File: config.mk
export PLATFORM = sky130hd
export DESIGN_NAME = i2cs_slave
export DESIGN_NICKNAME = d
export VERILOG_FILES = /design/src/rtl/i2cs_pkg.sv /design/src/rtl/i2cs_sync.sv /design/src/rtl/i2cs_cond_det.sv /design/src/rtl/i2cs_addr_cmp.sv /design/src/rtl/i2cs_slave.sv
export SDC_FILE = /design/constraint.sdc
export NUM_CORES = 1
export LEC_CHECK = 0
export BUFFER_PORTS_ARGS = -buffer_cell sky130_fd_sc_hd__buf_2
export CORE_MARGIN = 4
export CORE_UTILIZATION = 49
export DETAILED_ROUTE_END_ITERATION = 8
export GPL_TIMING_DRIVEN = 0
export PLACE_DENSITY = 0.79
export SYNTH_ARGS = -nofsm -noshare
export SYNTH_HDL_FRONTEND = slang
export SYNTH_HIERARCHICAL = 1
export SYNTH_SLANG_ARGS = --single-unit
File: constraint.sdc
create_clock -name clk_i -period 2.14 [get_ports clk_i]
set_clock_uncertainty 0.15 [all_clocks]
set_input_delay 0.107 -clock clk_i [delete_from_list [all_inputs] [get_ports clk_i]]
set_output_delay 0.107 -clock clk_i [all_outputs]
set_load 0.03 [all_outputs]
File: src/rtl/i2cs_pkg.sv
package i2cs_pkg;
  typedef enum logic [2:0] {
    ST_IDLE, ST_ADDR, ST_ADDR_ACK, ST_RX, ST_RX_ACK, ST_TX, ST_TX_ACK
  } state_e;

  localparam logic [1:0] SEL_OWN  = 2'd0;
  localparam logic [1:0] SEL_MASK = 2'd1;
  localparam logic [1:0] SEL_DATA = 2'd2;
  localparam logic [1:0] SEL_STAT = 2'd3;

  localparam int STAT_GCEN = 7;
  localparam int STAT_OVF  = 6;
  localparam int STAT_S    = 5;
  localparam int STAT_P    = 4;
  localparam int STAT_XMIT = 3;
  localparam int STAT_HIT  = 2;
  localparam int STAT_FULL = 1;
  localparam int STAT_IRQ  = 0;
endpackage

File: src/rtl/i2cs_sync.sv
module i2cs_sync #(
  parameter int WIDTH  = 2,
  parameter int STAGES = 2
) (
  input  logic             clk_i,
  input  logic             rst_ni,
  input  logic [WIDTH-1:0] d_i,
  output logic [WIDTH-1:0] q_o
);
  logic [STAGES-1:0][WIDTH-1:0] stage_q;

  // idle bus level is high, so reset to ones to avoid a false Start
  always_ff @(posedge clk_i or negedge rst_ni) begin
    if (!rst_ni) begin
      stage_q <= '1;
    end else begin
      stage_q[0] <= d_i;
      for (int k = 1; k < STAGES; k++) stage_q[k] <= stage_q[k-1];
    end
  end

  assign q_o = stage_q[STAGES-1];
endmodule

File: src/rtl/i2cs_cond_det.sv
module i2cs_cond_det (
  input  logic clk_i,
  input  logic rst_ni,
  input  logic scl_i,
  input  logic sda_i,
  output logic scl_rise_o,
  output logic scl_fall_o,
  output logic start_o,
  output logic stop_o
);
  logic scl_q, sda_q;

  always_ff @(posedge clk_i or negedge rst_ni) begin
    if (!rst_ni) begin
      scl_q <= 1'b1;
      sda_q <= 1'b1;
    end else begin
      scl_q <= scl_i;
      sda_q <= sda_i;
    end
  end

  assign scl_rise_o = !scl_q && scl_i;
  assign scl_fall_o = scl_q && !scl_i;
  assign start_o    = scl_q && scl_i && sda_q && !sda_i;
  assign stop_o     = scl_q && scl_i && !sda_q && sda_i;
endmodule

File: src/rtl/i2cs_addr_cmp.sv
module i2cs_addr_cmp #(
  parameter int ADDR_W = 7
) (
  input  logic [ADDR_W-1:0] rx_addr_i,
  input  logic              rw_i,
  input  logic [ADDR_W-1:0] own_i,
  input  logic [ADDR_W-1:0] mask_i,
  input  logic              gc_en_i,
  output logic              hit_o
);
  logic own_hit, gc_hit;

  assign own_hit = ((rx_addr_i ^ own_i) & mask_i) == '0;
  assign gc_hit  = gc_en_i && (rx_addr_i == '0) && !rw_i;
  assign hit_o   = own_hit || gc_hit;
endmodule

File: src/rtl/i2cs_slave.sv
module i2cs_slave
  import i2cs_pkg::*;
#(
  parameter int ADDR_W      = 7,
  parameter int DATA_W      = 8,
  parameter int SYNC_STAGES = 2
) (
  input  logic              clk_i,
  input  logic              rst_ni,
  input  logic              scl_i,
  input  logic              sda_i,
  output logic              sda_pull_o,
  input  logic [1:0]        reg_sel_i,
  input  logic              reg_we_i,
  input  logic              reg_re_i,
  input  logic [DATA_W-1:0] reg_wdata_i,
  output logic [DATA_W-1:0] reg_rdata_o,
  output logic              irq_o
);
  localparam int CNT_W = $clog2(DATA_W + 1);
  localparam logic [CNT_W-1:0] CNT_FULL = CNT_W'(DATA_W);
  localparam logic [CNT_W-1:0] CNT_LAST = CNT_W'(DATA_W - 1);

  logic scl_s, sda_s;
  logic scl_rise, scl_fall, start_ev, stop_ev;
  logic addr_hit;

  state_e            state_q;
  logic [CNT_W-1:0]  cnt_q;
  logic [DATA_W-1:0] sr_q, buf_q;
  logic [ADDR_W-1:0] own_q, mask_q;
  logic gc_en_q, ovf_q, s_q, p_q, xmit_q, hit_q, full_q, irq_q, mack_q;

  i2cs_sync #(.WIDTH(2), .STAGES(SYNC_STAGES)) u_sync (
    .clk_i (clk_i),
    .rst_ni(rst_ni),
    .d_i   ({scl_i, sda_i}),
    .q_o   ({scl_s, sda_s})
  );

  i2cs_cond_det u_cond (
    .clk_i     (clk_i),
    .rst_ni    (rst_ni),
    .scl_i     (scl_s),
    .sda_i     (sda_s),
    .scl_rise_o(scl_rise),
    .scl_fall_o(scl_fall),
    .start_o   (start_ev),
    .stop_o    (stop_ev)
  );

  i2cs_addr_cmp #(.ADDR_W(ADDR_W)) u_cmp (
    .rx_addr_i(sr_q[DATA_W-1 -: ADDR_W]),
    .rw_i     (sr_q[0]),
    .own_i    (own_q),
    .mask_i   (mask_q),
    .gc_en_i  (gc_en_q),
    .hit_o    (addr_hit)
  );

  logic data_wr, data_rd, stat_wr;
  assign data_wr = reg_we_i && reg_sel_i == SEL_DATA;
  assign data_rd = reg_re_i && reg_sel_i == SEL_DATA;
  assign stat_wr = reg_we_i && reg_sel_i == SEL_STAT;

  always_ff @(posedge clk_i or negedge rst_ni) begin
    if (!rst_ni) begin
      own_q   <= '0;
      mask_q  <= '1;
      gc_en_q <= 1'b0;
    end else if (reg_we_i) begin
      if (reg_sel_i == SEL_OWN)  own_q   <= reg_wdata_i[ADDR_W-1:0];
      if (reg_sel_i == SEL_MASK) mask_q  <= reg_wdata_i[ADDR_W-1:0];
      if (reg_sel_i == SEL_STAT) gc_en_q <= reg_wdata_i[STAT_GCEN];
    end
  end

  always_ff @(posedge clk_i or negedge rst_ni) begin
    if (!rst_ni) begin
      state_q    <= ST_IDLE;
      cnt_q      <= '0;
      sr_q       <= '0;
      buf_q      <= '0;
      sda_pull_o <= 1'b0;
      ovf_q      <= 1'b0;
      s_q        <= 1'b0;
      p_q        <= 1'b0;
      xmit_q     <= 1'b0;
      hit_q      <= 1'b0;
      full_q     <= 1'b0;
      irq_q      <= 1'b0;
      mack_q     <= 1'b0;
    end else begin
      if (data_wr) begin
        buf_q <= reg_wdata_i;
        sr_q  <= reg_wdata_i;
        irq_q <= 1'b0;
      end
      if (data_rd) begin
        full_q <= 1'b0;
        irq_q  <= 1'b0;
      end
      if (stat_wr) ovf_q <= reg_wdata_i[STAT_OVF];

      if (start_ev) begin
        state_q    <= ST_ADDR;
        cnt_q      <= '0;
        sda_pull_o <= 1'b0;
        s_q        <= 1'b1;
        p_q        <= 1'b0;
        xmit_q     <= 1'b0;
        hit_q      <= 1'b0;
      end else if (stop_ev) begin
        state_q    <= ST_IDLE;
        sda_pull_o <= 1'b0;
        s_q        <= 1'b0;
        p_q        <= 1'b1;
        xmit_q     <= 1'b0;
        hit_q      <= 1'b0;
      end else begin
        unique case (state_q)
          ST_ADDR, ST_RX: begin
            if (scl_rise && cnt_q != CNT_FULL) begin
              sr_q  <= {sr_q[DATA_W-2:0], sda_s};
              cnt_q <= cnt_q + 1'b1;
            end else if (scl_fall && cnt_q == CNT_FULL) begin
              if (state_q == ST_ADDR) begin
                if (addr_hit) begin
                  sda_pull_o <= 1'b1;
                  hit_q      <= 1'b1;
                  xmit_q     <= sr_q[0];
                  if (sr_q[0]) irq_q <= 1'b1;
                  state_q    <= ST_ADDR_ACK;
                end else begin
                  state_q <= ST_IDLE;
                end
              end else if (full_q) begin
                // unread byte pending: refuse and keep it
                ovf_q   <= 1'b1;
                state_q <= ST_IDLE;
              end else begin
                buf_q      <= sr_q;
                full_q     <= 1'b1;
                irq_q      <= 1'b1;
                sda_pull_o <= 1'b1;
                state_q    <= ST_RX_ACK;
              end
            end
          end
          ST_ADDR_ACK: begin
            if (scl_fall) begin
              cnt_q <= '0;
              if (xmit_q) begin
                sda_pull_o <= !sr_q[DATA_W-1];
                state_q    <= ST_TX;
              end else begin
                sda_pull_o <= 1'b0;
                state_q    <= ST_RX;
              end
            end
          end
          ST_RX_ACK: begin
            if (scl_fall) begin
              sda_pull_o <= 1'b0;
              cnt_q      <= '0;
              state_q    <= ST_RX;
            end
          end
          ST_TX: begin
            if (scl_fall) begin
              if (cnt_q == CNT_LAST) begin
                sda_pull_o <= 1'b0;
                state_q    <= ST_TX_ACK;
              end else begin
                sr_q       <= {sr_q[DATA_W-2:0], 1'b0};
                sda_pull_o <= !sr_q[DATA_W-2];
                cnt_q      <= cnt_q + 1'b1;
              end
            end
          end
          ST_TX_ACK: begin
            if (scl_rise) begin
              mack_q <= !sda_s;
              if (!sda_s) irq_q <= 1'b1;
            end else if (scl_fall) begin
              cnt_q <= '0;
              if (mack_q) begin
                sda_pull_o <= !sr_q[DATA_W-1];
                state_q    <= ST_TX;
              end else begin
                state_q <= ST_IDLE;
              end
            end
          end
          default: ;
        endcase
      end
    end
  end

  logic [7:0] stat;
  assign stat = {gc_en_q, ovf_q, s_q, p_q, xmit_q, hit_q, full_q, irq_q};

  always_comb begin
    unique case (reg_sel_i)
      SEL_OWN:  reg_rdata_o = DATA_W'(own_q);
      SEL_MASK: reg_rdata_o = DATA_W'(mask_q);
      SEL_DATA: reg_rdata_o = buf_q;
      default:  reg_rdata_o = DATA_W'(stat);
    endcase
  end

  assign irq_o = irq_q;
endmodule

==> metrics.md <==
| Metric | Value |
|---|---|
| Run status | `complete, no violations` |
| Gr ovfl total | `0` |
| Critical R2R Capture | `state_q[1]` |
| Routability congestion estimate | `0.851` |
| RSZ-0062 raised after global routing | `true` |
| Drt total wl | `7.11 mm` |
| Finished Cell Area | `0.00345 mm^2` |
| Final Slew Violations | `0` |
| R2R cell count | `6` |
| Die Area | `0.00733 mm^2` |
| CP endpoint kind | `register` |
| Initial core utilization | `52.0%` |
| Final nets | `340` |
| HP Class | `in2reg` |
| Worst-skew pair later-pin latency | `0.31 ns` |
| Antenna-violating nets left | `0` |
| Hold depth | `4` |
| CP Launch Type | `register` |
| Vias in the first global route | `2476` |
| Async S/R FF share, synth | `100%` |
| Layout Cells excl Fill | `395` |
| #FFs+latches synth | `53` |
| Worst path required time | `2.22 ns` |
| Cells after Synth | `274` |
| Routed len/inst | `18.0 um` |
| Max Freq | `476 MHz` |
| Reg2reg start | `sr_q[2]` |
| Worst Setup SP | `sr_q[2]` |
| Setup TNS | `0 ns` |
| Dpl cells | `371` |
| Slew headroom | `23.1%` |
| Initial DRC Count | `258` |
| Critical Path AT | `2.18 ns` |
| Min Tclk post-route | `2.10 ns` |
| Crit Path Class | `reg2reg` |
| Setup crit end | `state_q[1]` |
| Gr usage total | `20.6%` |
| Cell Pwr Density | `787 mW/mm^2` |
| Max FO, Critical Path | `5` |
| CTS max path bufs | `2` |
| Synth Cell Area | `0.00295 mm^2` |
| Via density | `6.16` |
| DP HPWL | `4.96 mm` |
| Clock H-tree levels | `2` |
| HP Start | `reg_sel_i[0]` |
| DIE WIDTH | `85.6 um` |
| # setup viols final | `0` |
| DRC viols | `0` |
| Layout cells sized above 1 | `31.0%` |
| Number of synthesized flops with an enable pin | `0` |
| Post-Syn Area per Cell | `10.8 um^2` |
| Instance area at placement | `0.00317 mm^2` |
| Maximum VDD drop | `0.497 mV` |
| Initial DRT Pass Iterations | `6` |
| PnR worst setup slack | `0.0380 ns` |
| Post-synth cell types | `54` |
| Slowest cell on the critical path | `a222oi_1` |
| Flip-flop and latch area | `0.00134 mm^2` |
| Slowest cell delay on critical path | `0.46 ns` |
| CTS tree | `built` |
| Area grow syn2layout | `16.8%` |
| Largest net degree at the start of global routing | `54` |
| Critical path, cell by cell | `xor2_1 -> a222oi_1 -> a31o_1 -> a21oi_1 -> or3_1 -> o22ai_1` |
| Core footprint | `0.00568 mm^2` |
| Final Hold Fails | `0` |
| Port Buffers | `25` |
| Multi-input gate area | `0.00147 mm^2` |
| CTS clock-pin slew for the worst setup and hold paths | `0.09 ns` |
| Num CTS Buffers | `5` |
| Maxcap violations | `0` |
| Leading register cell type out of synthesis | `dfrtp_1` |
| Antenna violations before repair | `0` |
| FILL cells | `475` |
| Ant. Diodes | `0` |
| Setup WS pre-CTS | `-0.189 ns` |
| # rows | `27` |
| Die Y | `85.6 um` |
| CTS root buf | `clkbuf_8` |
| Yosys Warn Count | `6` |
| DR vias | `2435` |
| Tightest Pin Transition | `1.15 ns` |
| # clock sinks | `53` |
| Sequential area share after synthesis | `45.5%` |
| Num ports | `26` |
| First-pass GRT wire length | `12.0 mm` |
| Syn_nets | `292` |
| Lkg Pwr | `0.00151 uW` |
| Post-route clock period utilization | `98.2%` |
| Reg2Reg Setup Slack | `0.04 ns` |
-- where the power goes --
part	total, uW	switching, uW	internal, uW
combinational	740	386	354
sequential	1380	179	1200
clock	590	327	263
total	2710	892	1820
-- how the worst min path moves through the flow --
stage | end | slack [ns]
CTS | full_q | 0.04
global route | full_q | 0.08
finish | full_q | 0.05
detailed placement | u_sync/stage_q[1] | 0.06
floorplan | buf_q[0] | -0.34
global placement | u_sync/stage_q[1] | 0.06
-- logic make-up after synthesis --
| kind of cell | after synthesis | synth area share, % |
|---|---|---|
| AOI/OAI and AO/OA | 69 | 15.1 |
| DFF | 53 | 45.5 |
| muxes | 29 | 13.4 |
| xor gates and xnor gates | 7 | 2.08 |
| and+or+nand+nor | 85 | 17.9 |
| adders and majority gates | 2 | 0.848 |
| buffers and inverters | 29 | 5.13 |
-- flip-flops by register name (all words and copies together), names as in the netlist, 2 cells and up --
register and cells:
sr_q 8, cnt_q 4, buf_q 8, u_sync/q_o 2, mask_q 7, state_q 3, u_sync/stage_q 2, own_q 7
-- layout by cell type (no fill, tap or decap), types with 3 or more instances in the layout --
cell type      count
a21o_1             5
xor2_1             7
nor2_1            11
dfrtp_1           39
o21ai_1            3
nand2_1           17
and4b_1            3
buf_4              7
nand3_1            6
nor3_1             4
and2_1             7
buf_6              4
inv_1             11
and3b_1            3
mux4_2             7
mux2i_1            7
a221oi_1           5
dfstp_2           13
dlygate4sd3_1     12
a21oi_1           21
o21ai_0           14
nor2b_1            5
mux2_2            15
nand4_1            3
clkbuf_8           6
a22oi_1            3
nand3b_1           5
buf_2             32
clkbuf_1           4
-- routing by layer --
layer  vias to the layer above  wire (um)  global-route usage [%]  share of wire (%)
li1                       1117          -                       -                  -
met1                      1222       3230                    28.5                 45
met2                        85       3430                    33.2                 48
met3                        11        351                    3.94                4.9
met4                         0         91                    5.47                1.3
met5                         -          0                       0                  0
-- through the flow --
step | total power (uW) | hold WS, ns | util (%)
after CTS | 2710 | 0.0425 | 59.9
after floorplan | 1880 | -0.339 | -
after detailed placement | 2110 | 0.0639 | 55.8
final | 2710 | 0.0513 | 60.7
after global routing | 2870 | 0.0808 | 60.7
after global placement | 2070 | 0.0621 | 55.8
-- layout make-up --
cell class                 count  share of cell area, %
buffer                        17                   3.52
clock buffer                   7                   2.51
clock inverter                 1                  0.218
inverter                      11                   1.20
multi-input combinational    192                   42.7
sequential                    53                   39.0
tap                           72                   2.61
timing repair buffer          42                   8.21
-- worst max-delay path: cells and delay by family, from the launching register on --
kind            cells  cell delay (ns)
xor+xnor            1             0.15
simple gates        1             0.32
compound gates      4             0.95
flops               1             0.45
-- what timing repair did --
| item | 4_1_cts | 5_1_grt |
|---|---|---|
| hold buffers | 12 | 0 |
| pin swaps | 1 | 4 |
| hold endpoints to repair | 61 | 0 |
| setup endpoints to repair | 21 | 25 |
| resized for setup | 5 | 10 |
| buffers inserted | 2 | 3 |
-- synthesized netlist by cell type (all sizes together), types with 2 or more instances --
cell type  count  area, um^2
dfrtp         40        1000
a21oi         21         105
nand2         17        63.8
o21ai         17        85.1
mux2          15         169
buf           13        91.3
dfstp         13         342
inv           11        41.3
nor2          11        41.3
and2           8        52.6
mux2i          7        70.1
mux4           7         158
xor2           7        61.3
and4b          6        60.1
nand3          6        30.0
nor2b          6        37.5
a21o           5        37.5
a221oi         5        43.8
clkbuf         5        18.8
nand3b         5        37.5
and3b          4        38.8
nor3           4        20.0
a22oi          3        22.5
nand4          3        18.8
nor4           3        18.8
a222oi         2        20.0
a31oi          2        12.5
and3           2        12.5
ha             2        25.0
nand2b         2        12.5
nor3b          2        20.0
nor4b          2        32.5
o22ai          2        12.5
o2bb2ai        2        17.5
o31ai          2        15.0
Power figures use the tool's default switching activity.
